File: config.mk
export PLATFORM = sky130hd
export DESIGN_NAME = wt_snoop_cache
export DESIGN_NICKNAME = d
export VERILOG_FILES = /design/src/rtl/wtc_pkg.sv /design/src/rtl/wtc_line_array.sv /design/src/rtl/wtc_snoop.sv /design/src/rtl/wtc_ctl.sv /design/src/rtl/wt_snoop_cache.sv
export SDC_FILE = /design/constraint.sdc
export NUM_CORES = 2
export LEC_CHECK = 0
export BUFFER_PORTS_ARGS = -buffer_cell sky130_fd_sc_hd__buf_2
export CAP_MARGIN = 0
export CORE_ASPECT_RATIO = 1.4
export CORE_MARGIN = 5
export CORE_UTILIZATION = 61
export CTS_CLUSTER_DIAMETER = 40
export DETAILED_ROUTE_END_ITERATION = 7
export MAX_ROUTING_LAYER = met4
export PLACE_DENSITY_LB_ADDON = 0.1
export REMOVE_ABC_BUFFERS = 1
export SYNTH_ARGS = -nofsm -noshare
export SYNTH_HDL_FRONTEND = slang
export SYNTH_SLANG_ARGS = --single-unit
File: constraint.sdc
create_clock -name clk -period 4.75 [get_ports clk]
set_input_delay 0.95 -clock clk [delete_from_list [all_inputs] [get_ports clk]]
set_output_delay 0.95 -clock clk [all_outputs]
set_load 0.01 [all_outputs]
File: src/rtl/wtc_pkg.sv
package wtc_pkg;
  typedef enum logic [1:0] {
    CTL_IDLE = 2'd0,
    CTL_ARB  = 2'd1,
    CTL_CMD  = 2'd2,
    CTL_WAIT = 2'd3
  } ctl_state_t;
endpackage

File: src/rtl/wtc_line_array.sv
module wtc_line_array #(
  parameter int LINES  = 16,
  parameter int IDX_W  = $clog2(LINES),
  parameter int TAG_W  = 4,
  parameter int DATA_W = 32
) (
  input  logic              clk,
  input  logic              rst_n,
  input  logic [IDX_W-1:0]  look_idx,
  output logic              look_valid,
  output logic [TAG_W-1:0]  look_tag,
  output logic [DATA_W-1:0] look_data,
  input  logic [IDX_W-1:0]  snp_idx,
  output logic              snp_line_valid,
  output logic [TAG_W-1:0]  snp_line_tag,
  input  logic              wr_en,
  input  logic              wr_alloc,
  input  logic [IDX_W-1:0]  wr_idx,
  input  logic [TAG_W-1:0]  wr_tag,
  input  logic [DATA_W-1:0] wr_data,
  input  logic              inv_en,
  input  logic [IDX_W-1:0]  inv_idx
);
  logic [LINES-1:0]  vld_vec;
  logic [TAG_W-1:0]  tag_arr [LINES];
  logic [DATA_W-1:0] dat_arr [LINES];

  for (genvar i = 0; i < LINES; i++) begin : gen_line
    logic              v_q;
    logic [TAG_W-1:0]  t_q;
    logic [DATA_W-1:0] d_q;
    logic              sel_wr;
    logic              sel_inv;
    assign sel_wr  = wr_en && (wr_idx == IDX_W'(i));
    assign sel_inv = inv_en && (inv_idx == IDX_W'(i));

    always_ff @(posedge clk) begin
      if (!rst_n) begin
        v_q <= 1'b0;
        t_q <= '0;
        d_q <= '0;
      end else begin
        if (sel_inv) v_q <= 1'b0;
        if (sel_wr) begin
          d_q <= wr_data;
          if (wr_alloc) begin
            v_q <= 1'b1;
            t_q <= wr_tag;
          end
        end
      end
    end

    assign vld_vec[i] = v_q;
    assign tag_arr[i] = t_q;
    assign dat_arr[i] = d_q;
  end

  assign look_valid     = vld_vec[look_idx];
  assign look_tag       = tag_arr[look_idx];
  assign look_data      = dat_arr[look_idx];
  assign snp_line_valid = vld_vec[snp_idx];
  assign snp_line_tag   = tag_arr[snp_idx];
endmodule

File: src/rtl/wtc_snoop.sv
module wtc_snoop #(
  parameter int ADDR_W  = 8,
  parameter int IDX_W   = 4,
  parameter int TAG_W   = ADDR_W - IDX_W,
  parameter int ID_W    = 2,
  parameter int SELF_ID = 0
) (
  input  logic              snp_valid,
  input  logic              snp_write,
  input  logic [ID_W-1:0]   snp_src,
  input  logic [ADDR_W-1:0] snp_addr,
  output logic [IDX_W-1:0]  snp_idx,
  input  logic              line_valid,
  input  logic [TAG_W-1:0]  line_tag,
  output logic              inv_en
);
  logic foreign_write;
  assign snp_idx       = snp_addr[IDX_W-1:0];
  assign foreign_write = snp_valid && snp_write && (snp_src != ID_W'(SELF_ID));
  assign inv_en        = foreign_write && line_valid &&
                         (line_tag == snp_addr[ADDR_W-1:IDX_W]);
endmodule

File: src/rtl/wtc_ctl.sv
module wtc_ctl
  import wtc_pkg::*;
#(
  parameter int ADDR_W = 8,
  parameter int DATA_W = 32,
  parameter int IDX_W  = 4,
  parameter int TAG_W  = ADDR_W - IDX_W
) (
  input  logic              clk,
  input  logic              rst_n,
  input  logic              req_valid,
  output logic              req_ready,
  input  logic              req_write,
  input  logic [ADDR_W-1:0] req_addr,
  input  logic [DATA_W-1:0] req_wdata,
  output logic              rsp_valid,
  output logic [DATA_W-1:0] rsp_rdata,
  output logic [IDX_W-1:0]  look_idx,
  input  logic              look_valid,
  input  logic [TAG_W-1:0]  look_tag,
  input  logic [DATA_W-1:0] look_data,
  output logic              bus_req,
  input  logic              bus_gnt,
  output logic              cmd_valid,
  output logic              cmd_write,
  output logic [ADDR_W-1:0] cmd_addr,
  output logic [DATA_W-1:0] cmd_wdata,
  input  logic              bus_done,
  input  logic [DATA_W-1:0] bus_rdata,
  output logic              wr_en,
  output logic              wr_alloc,
  output logic [IDX_W-1:0]  wr_idx,
  output logic [TAG_W-1:0]  wr_tag,
  output logic [DATA_W-1:0] wr_data
);
  ctl_state_t        st;
  logic              lat_wr;
  logic [ADDR_W-1:0] lat_addr;
  logic [DATA_W-1:0] lat_wdata;
  logic [ADDR_W-1:0] cur_addr;
  logic              hit, accept, finish;

  assign req_ready = (st == CTL_IDLE);
  assign cur_addr  = req_ready ? req_addr : lat_addr;
  assign look_idx  = cur_addr[IDX_W-1:0];
  // Hit is evaluated against the current line contents, so a write held in
  // arbitration sees any invalidation that landed while it waited.
  assign hit       = look_valid && (look_tag == cur_addr[ADDR_W-1:IDX_W]);
  assign accept    = req_valid && req_ready;
  assign finish    = (st == CTL_WAIT) && bus_done;

  always_ff @(posedge clk) begin
    if (!rst_n) begin
      st        <= CTL_IDLE;
      lat_wr    <= 1'b0;
      lat_addr  <= '0;
      lat_wdata <= '0;
      rsp_valid <= 1'b0;
      rsp_rdata <= '0;
    end else begin
      rsp_valid <= 1'b0;
      unique case (st)
        CTL_IDLE: if (accept) begin
          if (!req_write && hit) begin
            rsp_valid <= 1'b1;
            rsp_rdata <= look_data;
          end else begin
            lat_wr    <= req_write;
            lat_addr  <= req_addr;
            lat_wdata <= req_wdata;
            st        <= CTL_ARB;
          end
        end
        CTL_ARB:  if (bus_gnt) st <= CTL_CMD;
        CTL_CMD:  st <= CTL_WAIT;
        CTL_WAIT: if (bus_done) begin
          rsp_valid <= 1'b1;
          rsp_rdata <= lat_wr ? lat_wdata : bus_rdata;
          st        <= CTL_IDLE;
        end
        default:  st <= CTL_IDLE;
      endcase
    end
  end

  assign bus_req   = (st == CTL_ARB);
  assign cmd_valid = (st == CTL_CMD);
  assign cmd_write = lat_wr;
  assign cmd_addr  = lat_addr;
  assign cmd_wdata = lat_wdata;

  // Read miss installs the line; write hit refreshes data only.
  assign wr_alloc = !lat_wr;
  assign wr_en    = finish && (!lat_wr || hit);
  assign wr_idx   = lat_addr[IDX_W-1:0];
  assign wr_tag   = lat_addr[ADDR_W-1:IDX_W];
  assign wr_data  = lat_wr ? lat_wdata : bus_rdata;
endmodule

File: src/rtl/wt_snoop_cache.sv
module wt_snoop_cache #(
  parameter int ADDR_W  = 8,
  parameter int DATA_W  = 32,
  parameter int LINES   = 16,
  parameter int ID_W    = 2,
  parameter int SELF_ID = 0
) (
  input  logic              clk,
  input  logic              rst_n,
  input  logic              cpu_req_valid,
  output logic              cpu_req_ready,
  input  logic              cpu_req_write,
  input  logic [ADDR_W-1:0] cpu_req_addr,
  input  logic [DATA_W-1:0] cpu_req_wdata,
  output logic              cpu_rsp_valid,
  output logic [DATA_W-1:0] cpu_rsp_rdata,
  output logic              bus_req,
  input  logic              bus_gnt,
  output logic              bus_cmd_valid,
  output logic              bus_cmd_write,
  output logic [ADDR_W-1:0] bus_cmd_addr,
  output logic [DATA_W-1:0] bus_cmd_wdata,
  input  logic              bus_done,
  input  logic [DATA_W-1:0] bus_rdata,
  input  logic              snp_valid,
  input  logic              snp_write,
  input  logic [ID_W-1:0]   snp_src,
  input  logic [ADDR_W-1:0] snp_addr
);
  localparam int IDX_W = $clog2(LINES);
  localparam int TAG_W = ADDR_W - IDX_W;

  logic [IDX_W-1:0]  look_idx, snp_idx, wr_idx;
  logic              look_valid, snp_line_valid;
  logic [TAG_W-1:0]  look_tag, snp_line_tag, wr_tag;
  logic [DATA_W-1:0] look_data, wr_data;
  logic              wr_en, wr_alloc, inv_en;

  wtc_ctl #(.ADDR_W(ADDR_W), .DATA_W(DATA_W), .IDX_W(IDX_W), .TAG_W(TAG_W)) u_ctl (
    .clk(clk), .rst_n(rst_n),
    .req_valid(cpu_req_valid), .req_ready(cpu_req_ready), .req_write(cpu_req_write),
    .req_addr(cpu_req_addr), .req_wdata(cpu_req_wdata),
    .rsp_valid(cpu_rsp_valid), .rsp_rdata(cpu_rsp_rdata),
    .look_idx(look_idx), .look_valid(look_valid), .look_tag(look_tag), .look_data(look_data),
    .bus_req(bus_req), .bus_gnt(bus_gnt),
    .cmd_valid(bus_cmd_valid), .cmd_write(bus_cmd_write),
    .cmd_addr(bus_cmd_addr), .cmd_wdata(bus_cmd_wdata),
    .bus_done(bus_done), .bus_rdata(bus_rdata),
    .wr_en(wr_en), .wr_alloc(wr_alloc), .wr_idx(wr_idx), .wr_tag(wr_tag), .wr_data(wr_data)
  );

  wtc_line_array #(.LINES(LINES), .IDX_W(IDX_W), .TAG_W(TAG_W), .DATA_W(DATA_W)) u_lines (
    .clk(clk), .rst_n(rst_n),
    .look_idx(look_idx), .look_valid(look_valid), .look_tag(look_tag), .look_data(look_data),
    .snp_idx(snp_idx), .snp_line_valid(snp_line_valid), .snp_line_tag(snp_line_tag),
    .wr_en(wr_en), .wr_alloc(wr_alloc), .wr_idx(wr_idx), .wr_tag(wr_tag), .wr_data(wr_data),
    .inv_en(inv_en), .inv_idx(snp_idx)
  );

  wtc_snoop #(.ADDR_W(ADDR_W), .IDX_W(IDX_W), .TAG_W(TAG_W), .ID_W(ID_W), .SELF_ID(SELF_ID)) u_snoop (
    .snp_valid(snp_valid), .snp_write(snp_write), .snp_src(snp_src), .snp_addr(snp_addr),
    .snp_idx(snp_idx), .line_valid(snp_line_valid), .line_tag(snp_line_tag),
    .inv_en(inv_en)
  );
endmodule

==> results.yml <==
outcome:
  status: "complete, no violations"
critical_path:
  worstPathMaxFanout: 58
  rr_endpoint: "u_lines.gen_line[1].d_q[4]"
  ff2ff_path_depth: 13
  worst_setup_path_end_kind: "flop"
  r2r_setup_slack_ns: 0.59
  r2r-start: "u_ctl.st[0]"
  cp.required_ns: 5.20
  cp-start-kind: "flop"
  cp.arrival_ns: 4.60
  criticalPathCategory: "reg -> reg"
floorplanning:
  ioPinCount: 167
  die_area_um2: 52200
  fp.dieH_um: 268
  row_count: 94
  core_um2: 47200
  fp.dieW_um: 195
  initial_core_util_pct: 61.7
power_and_ir_drop:
  p_leak_uw: 0.0113
  vdd_drop_max_mv: 0.334
  power_density_nw_per_um2: 508
  total_power_uw: 16700
clock_tree:
  htree_levels: 3
  path_clk_slew_ns: 0.06
  clock-sinks: 668
  cts_buffer_depth: 3
  cts_buffers: 70
  clk_latency_ns: 0.61
  cts-root-buf: "clkbuf_16"
  holdBufCountCts: 0
  post_cts_buffers: 0
  post_cts_resized: 0
  cts_tree: "built"
cells_and_area:
  area_growth_pct: 13.3
  fin_util_pct: 69.9
  fillers: 3698
  final_nets: 3326
  regArea_um2: 13400
  drive_gt1_share_pct: 18.2
  multi_input_area_um2: 14600
  stdcell_area_um2: 33000
global_routing:
  grt_pass1_vias: 26800
  grt_max_degree: 103
  track_usage_pct: 37.7
  antenna_found_initial: 1
  grt_pass1_wl_mm: 151
  grt_remaining_overflow: 0
sta:
  period_minus_slack_ns: 4.16
  tightest_slew_ns: 1.26
  clock_skew_ns: 0.0271
  period_share_pct: 87.5
  hold_viol: 0
  fmax_mhz: 241
  rsz0062_at_grt: "no"
  setup_violations: 0
  max_slew_margin_pct: 15.6
  setup_slack_ns: 0.593
  maxSlewViolCount: 0
  hold_slack_ns: 0.453
synth:
  synthArstFlopShare_pct: 0
  synth_area_um2: 29100
  synth_flop_cell: "dfxtp_1"
  synth_edf_count: 0
  synth_area_leaders: "dfxtp_1 (46%), nand2_1 (13%), mux4_2 (13%)"
  synth_largest_area_cell: "dfxtp_1"
  synth-warning-count: 0
  yosysUniqueCellTypes: 54
  yosysTopAreaCellShare_pct: 46.0
  ys_seq_elements: 668
  synth.yosys.seq_area_share_pct: 46.0
  avgSynthCellArea_um2: 9.04
  synth_cells: 3220
min_path:
  hold_end: "u_lines.gen_line[0].d_q[3]"
  hp-class: "reg -> reg"
  hold_depth: 2
  hp-start: "u_lines.gen_line[0].d_q[3]"
drt:
  ant_nets: 0
  wl_met1_mm: 34.7
  dr_wl_met2_mm: 47.1
  top_layer: "met4"
  route.vias.total: 26400
  route.met3.wl_mm: 8.63
  drt-initial-drc-count: 2807
  firstDrtPassIters: 6
  vias_per_cell: 6.76
  wire_per_inst_um: 25.1
  drcViolationCount: 0
  drt-total-wl_mm: 98.1
job:
  maxCapViolCount: 0
placement:
  place_congestion: 1.03
  dp_hpwl_mm: 57.6
  dp_slack_ns: 0.595
  io_buffers: 166
  placed_area_um2: 30600
[layout make-up]
type / instances / share of cell area [%]
multi-input cells: 2235 / 44.2
flip-flops and latches: 668 / 40.6
clock buffers: 101 / 6.32
repair buffers: 248 / 5.52
well taps: 624 / 2.37
clock inverters: 26 / 0.907
inverters: 8 / 0.0911
diodes: 1 / 0.00759
[synth_stat cells (32+ instances only)]
master and number:
nor2_1 42, clkbuf_1 163, nand2_1 987, dfxtp_1 668
nor2b_1 32, o22ai_1 513, buf_2 113, a21boi_0 64
a21oi_1 66, o21ai_0 59, mux2i_1 50, nand3_1 115
mux4_2 163
[sequential cells by signal, indices dropped and copies added (netlist names), 2 cells and up]
signal,cells
u_ctl.cmd_addr,8
u_ctl.st,2
u_lines.gen_line.t_q,64
u_ctl.cmd_wdata,32
u_ctl.rsp_rdata,32
u_lines.gen_line.v_q,16
u_lines.gen_line.d_q,512
[report_power, final]
group | switching, µW | internal, µW | leakage [µW] | total, µW
clock network | 2330 | 3310 | 0.00118 | 5640
logic | 3450 | 1600 | 0.00474 | 5060
registers | 196 | 5850 | 0.00539 | 6040
total | 5980 | 10800 | 0.0113 | 16700
[logic make-up after synthesis]
group                      after synthesis  synth area share (%)
AOI/OAI and AO/OA                      767                  17.2
xor gates and xnor gates                 6                 0.181
adders and majority gates                5                 0.215
buffers and inverters                  317                  4.63
DFF                                    668                  46.0
muxes                                  221                  14.7
and+or+nand+nor                       1236                  17.1
[stage by stage]
stage,setup TNS (ns),instances
floorplan,-6152.06,2911
global placement,0,3783
detailed placement,0,3783
CTS,0,3910
global route,0,3911
finish,0,3911
[critical path, stage by stage (launching register included)]
cell and delay (ns):
dfxtp_1 0.33, inv_1 0.12, ha_1 0.21, buf_12 0.22, mux2i_4 0.32, buf_12 0.26, mux2i_1 0.11, mux2_2 0.27
o2bb2ai_1 0.21, o21a_1 0.23, o211a_1 0.31, a41oi_4 0.39, buf_4 0.71, o22ai_1 0.23
[how the worst max path moves through the flow]
stage	start	to	slack [ns]	cells past startpoint
after floorplan	u_ctl.st[0]	u_lines.gen_line[11].d_q[30]	-10.97	11
after global placement	cpu_req_addr[0]	u_lines.gen_line[5].d_q[31]	0.61	11
after detailed placement	cpu_req_addr[0]	u_lines.gen_line[6].d_q[19]	0.60	12
after CTS	u_ctl.st[0]	u_lines.gen_line[1].d_q[4]	0.67	13
after global routing	u_ctl.st[0]	u_lines.gen_line[1].d_q[4]	0.47	13
final	u_ctl.st[0]	u_lines.gen_line[1].d_q[4]	0.59	13
[layer usage]
metal / up-vias / GRT usage, %
met3: 476 / 5.74
met4: 0 / 26.1
met5: - / -
met1: 12600 / 42.7
li1: 11700 / -
met2: 1660 / 61.7
[layout by cell type, fill, tap and decap left out, types with 5 or more instances in the layout]
cell type  synthesis  routed
a21boi_0          64      64
a21oi_1           66      66
a32oi_1            5       5
a41oi_4            0       5
buf_12             0      29
buf_2            113     165
buf_4              2      53
clkbuf_1         163      14
clkbuf_16          0      74
clkbuf_8           0      13
clkinv_2           0       8
dfxtp_1          668     667
ha_1               5       5
inv_1              8       8
inv_6              0       6
mux2_2             7       6
mux2i_1           50      47
mux4_2           163     163
nand2_1          987     987
nand2b_1           6       5
nand3_1          115     115
nand4_1            5       5
nor2_1            42      25
nor2_2             0      16
nor2b_1           32      32
nor3_1            30      29
nor4_1             5       5
o21ai_0           59      59
o221a_2           30      30
o22ai_1          513     513
Power figures use the tool's default switching activity.
